===== src/rtl/spi_slave_shifter.sv =====
module spi_slave_shifter #(
  parameter int DW = 8
) (
  input  logic          clk,
  input  logic          rst_n,
  input  logic          cpol,
  input  logic          cpha,
  input  logic          lsb_first,
  input  logic          sck_in,
  input  logic          mosi_in,
  input  logic          ss_n_in,
  output logic          miso_out,
  output logic          miso_oe,
  input  logic [DW-1:0] tx_data,
  input  logic          tx_load,
  output logic [DW-1:0] rx_data,
  output logic          rx_valid
);
  localparam int CW = $clog2(DW);

  logic [1:0] sck_r, mosi_r, ss_r;
  logic sck_d, ss_d;
  logic [DW-1:0] tx_sh, rx_sh, hold;
  logic hold_full, need_load;
  logic [CW-1:0] cnt;

  always_ff @(posedge clk or negedge rst_n) begin
    if (!rst_n) begin
      sck_r  <= '0;
      mosi_r <= '0;
      ss_r   <= '1;
      sck_d  <= 1'b0;
      ss_d   <= 1'b1;
    end else begin
      sck_r  <= {sck_r[0], sck_in};
      mosi_r <= {mosi_r[0], mosi_in};
      ss_r   <= {ss_r[0], ss_n_in};
      sck_d  <= sck_r[1];
      ss_d   <= ss_r[1];
    end
  end

  wire sel     = ~ss_r[1];
  wire ss_fall = ss_d & sel;
  wire lead    = sel && (sck_d == cpol) && (sck_r[1] != cpol);
  wire trail   = sel && (sck_d != cpol) && (sck_r[1] == cpol);
  wire sample  = cpha ? trail : lead;
  wire shift   = cpha ? lead : trail;
  wire last    = (cnt == CW'(DW-1));

  wire [DW-1:0] next_tx = hold_full ? hold : '0;
  wire [DW-1:0] rx_next = lsb_first ? {mosi_r[1], rx_sh[DW-1:1]}
                                    : {rx_sh[DW-2:0], mosi_r[1]};

  assign miso_oe  = sel;
  assign miso_out = lsb_first ? tx_sh[0] : tx_sh[DW-1];

  always_ff @(posedge clk or negedge rst_n) begin
    if (!rst_n) begin
      tx_sh     <= '0;
      rx_sh     <= '0;
      hold      <= '0;
      hold_full <= 1'b0;
      need_load <= 1'b0;
      cnt       <= '0;
      rx_data   <= '0;
      rx_valid  <= 1'b0;
    end else begin
      rx_valid <= 1'b0;
      if (!sel) begin
        cnt       <= '0;
        need_load <= 1'b0;
      end else if (ss_fall) begin
        cnt <= '0;
        if (cpha) need_load <= 1'b1;
        else begin
          tx_sh     <= next_tx;
          hold_full <= 1'b0;
        end
      end else begin
        if (shift) begin
          if (need_load) begin
            tx_sh     <= next_tx;
            hold_full <= 1'b0;
            need_load <= 1'b0;
          end else begin
            tx_sh <= lsb_first ? (tx_sh >> 1) : (tx_sh << 1);
          end
        end
        if (sample) begin
          rx_sh <= rx_next;
          cnt   <= last ? '0 : cnt + CW'(1);
          if (last) begin
            rx_data  <= rx_next;
            rx_valid <= 1'b1;
            if (cpha) need_load <= 1'b1;
          end
        end
      end
      if (tx_load) begin
        hold      <= tx_data;
        hold_full <= 1'b1;
      end
    end
  end
endmodule


===== config.mk =====
export PLATFORM = sky130hd
export DESIGN_NAME = spi_slave_shifter
export DESIGN_NICKNAME = d
export VERILOG_FILES = /design/src/rtl/spi_slave_shifter.sv
export SDC_FILE = /design/constraint.sdc
export NUM_CORES = 1
export LEC_CHECK = 0
export ABC_CLOCK_PERIOD_IN_PS = 2020
export BUFFER_PORTS_ARGS = -buffer_cell sky130_fd_sc_hd__clkbuf_2
export CAP_MARGIN = 20
export CELL_PAD_IN_SITES_DETAIL_PLACEMENT = 1
export CELL_PAD_IN_SITES_GLOBAL_PLACEMENT = 1
export CORE_MARGIN = 5
export CORE_UTILIZATION = 30
export DETAILED_ROUTE_END_ITERATION = 16
export PLACE_DENSITY = 0.63
export SKIP_LAST_GASP = 1
export SLEW_MARGIN = 20
export SYNTH_ARGS = -nofsm -noshare
export SYNTH_HDL_FRONTEND = slang
export SYNTH_SLANG_ARGS = --single-unit

===== constraint.sdc =====
create_clock -name clk -period 2.02 [get_ports clk]
set_clock_uncertainty 0.1 [all_clocks]
set_input_delay 0.101 -clock clk [delete_from_list [all_inputs] [get_ports clk]]
set_output_delay 0.101 -clock clk [all_outputs]
set_load 0.01 [all_outputs]

==> impl_results.md <==
* Initial antenna violation count at 0
* Synth-to-layout area growth at 22.0%
* Layout cells sized above 1 at 0.428
* Worst-margin pin slew at 0.582 ns
* Gr usage total at 0.107
* Clock tree buffer depth at 2
* Max frequency at 534 MHz
* Syn nets at 182
* Filler Cell Count at 812
* Crit path time final at 1.87 ns
* Clock Power Share at 0.263
* Max VDD drop at 0.324 mV
* Largest net degree at the start of global routing at 47
* Initial detailed-routing violation count at 33
* Total routed wirelength at 4.37 mm
* Count of cell types in the netlist at 32
* Power Density at 809 nW/um^2
* CP max stage cell: dfrtp_1
* Vias in the first global route at 1604
* Hpwl dp at 3.01 mm
* Status: finished clean
* Via count at 1401
* Clock Latency Late Sink at 0.30 ns
* Sequential share of power at 0.545
* Boundary Pins at 28
* Crit-path cells: nor4b_2 > mux2i_2 > or2_2 > mux2_4
* Period Utilization, post-route at 0.927
* Ys flop type: dfrtp_1
* RSZ-0062 raised after global routing: false
* Clock transition at path regs at 0.09 ns
* Overall power at 2.15 mW
* WP data arrival at 1.95 ns
* Syn Area/Cell at 13.3 sq um
* Post-CTS Setup Bufs at 0
* Placed Instance Area at 2430 sq um
* Post-Synthesis Cells at 163
* Remaining Overflow, GRT at 0
* Core area at 7140 sq um
* Switching pwr at 0.593 mW
* Routability cong. at 0.717
* YS warnings at 0
* First-pass GRT wire length at 7.69 mm
* Critical Path RT at 2.10 ns
* DRC Markers at 0
* Netlist area before placement at 2170 sq um
* Count of final setup violators at 0
* Cell area after layout at 2650 sq um
* Place WS at 0.0176 ns
* Standard-cell rows at 31
* Number of synthesized flops with an enable pin at 0
* Routed length per instance at 14.2 microns
* Leak pwr at 1.30 nW
* Die Ht at 95.1 microns
* CP max stage delay at 0.48 ns
* Worst hold path class: in2reg
* Switching Share at 0.276
* Initial Util at 0.305
* Post-synthesis async set-or-reset flop share at 1.00
* CTS H-Tree Depth at 2
* Die area at 9050 sq um
* Clock sink count at 46
* Hold_ws at 0.135 ns
* Sequential area share after synthesis at 0.531
* CTS buffer count at 5
* FF+latch count, synth at 46
* Post-route setup slack at 0.148 ns
* Die W at 95.1 microns
* Vias per cell at 4.56
* Max FO, Critical Path at 9
* Number of routed nets with antenna violations at 0
* Rel. slew slack at 0.612
* P_int at 1.55 mW
* Max Cap Viol at 0
* I/O Buffers at 27
* Fin Setup TNS at 0 ns
* Root Driver: clkbuf_8
* Critical Path End Type: flop
* Crit Path Category: reg2reg
* CTS tree: yes
* Combinational Power Share at 0.192
* Final Max Tran Viols at 0
* Antenna diode count at 0
* 1st-pass router iterations at 4
* Layout net count at 226
* Final Hold Fails at 0
* Crit start category: flop
[cells by family (layout without fill, tap and decap cells)]
group,Yosys count,count (layout),share of synthesized area
multiplexers,55,55,0.289
flip-flops,46,46,0.531
AND/OR/NAND/NOR,31,31,0.0794
AO/OA/AOI/OAI,15,15,0.0506
buffers and inverters,13,58,0.0311
adder cells (fa/ha/maj),2,2,0.0115
XOR/XNOR,1,1,0.00748
[critical path: cells and delay by family, from the launching register on]
kind | cells | cell delay [ns]
flops | 1 | 0.48
mux | 2 | 0.45
simple gates | 2 | 0.71
[registers in the layout, indices dropped and copies added (netlist names), 2 cells and up]
register and count:
cnt 3, tx_sh 8, sck_r 2, rx_data 8, ss_r 2, hold 8
rx_sh 8, mosi_r 2
[synthesized netlist by cell type (2+ instances only)]
cell type | count | area share
a2bb2o_1 | 2 | 0.0092
buf_2 | 3 | 0.0069
buf_6 | 2 | 0.010
clkbuf_1 | 2 | 0.0035
dfrtp_1 | 43 | 0.49
dfstp_2 | 3 | 0.036
ha_1 | 2 | 0.012
inv_1 | 5 | 0.0086
mux2_2 | 31 | 0.16
mux2_4 | 7 | 0.048
mux2i_1 | 16 | 0.074
nand2_1 | 11 | 0.019
nand2b_1 | 3 | 0.0086
nor2_1 | 2 | 0.0035
nor2b_1 | 4 | 0.012
nor3_1 | 2 | 0.0046
nor3b_1 | 3 | 0.010
nor4b_1 | 3 | 0.012
o21ai_0 | 6 | 0.014
[through the flow]
| step | instances | utilization |
|---|---|---|
| after floorplan | 163 | - |
| after CTS | 307 | 0.370 |
| after global routing | 307 | 0.372 |
| after detailed placement | 287 | 0.340 |
| final | 307 | 0.372 |
| after global placement | 287 | 0.340 |
[power by group through the flow]
stage / Combinational (mW) / Clock (mW) / Sequential, mW
final: 0.413 / 0.563 / 1.17
after CTS: 0.423 / 0.591 / 1.17
after detailed placement: 0.403 / 0 / 1.19
after floorplan: 0.308 / 0 / 1.15
after global placement: 0.390 / 0 / 1.19
after global routing: 0.469 / 0.626 / 1.20
[area by class of cell]
type / instances / area [sq um] / area share
flip-flops and latches: 46 / 1150 / 0.435
repair buffers: 45 / 300 / 0.113
multi-input cells: 104 / 965 / 0.364
inverters: 5 / 18.8 / 0.00708
clock inverters: 3 / 21.3 / 0.00802
clock buffers: 5 / 68.8 / 0.0259
well taps: 99 / 124 / 0.0467
[per-layer routing]
layer,track usage,up-vias,part of all wire
li1,-,671,-
met1,0.134,706,0.47
met2,0.183,18,0.49
met3,0.0182,6,0.028
met4,0.0397,0,0.014
met5,0,-,0
[final timing paths]
check,startpoint,endpoint,slack [ns],cells past startpoint
hold reg to reg,mosi_r[0],mosi_r[1],0.26,0
setup / recovery,sck_d,rx_data[2],0.15,4
max in group asynchronous,rst_n,rx_sh[1],1.10,3
min in group asynchronous,rst_n,sck_r[0],0.33,3
hold / removal,tx_load,hold_full,0.14,2
setup reg to reg,sck_d,rx_data[2],0.15,4
[what timing repair did]
action                                  CTS  global route
hold buffers                             12             0
endpoints found under the setup margin    3             7
resized for setup                         1             2
hold endpoints to repair                 54             0
[layout by cell type (no fill, tap or decap), types with 2 or more instances in the layout]
cell,n
mux2_4,7
dfstp_2,3
o21ai_0,6
inv_1,5
buf_4,6
clkbuf_8,5
nand2b_1,3
dlygate4sd3_1,12
nor4b_2,2
nor2_1,2
a2bb2o_1,2
nor2b_1,4
nor3_1,2
mux2i_1,16
mux2_2,31
dfrtp_1,43
nand2_1,11
ha_1,2
clkbuf_2,27
nor3b_1,3
Note: power is estimated with default switching activity, not from simulation.
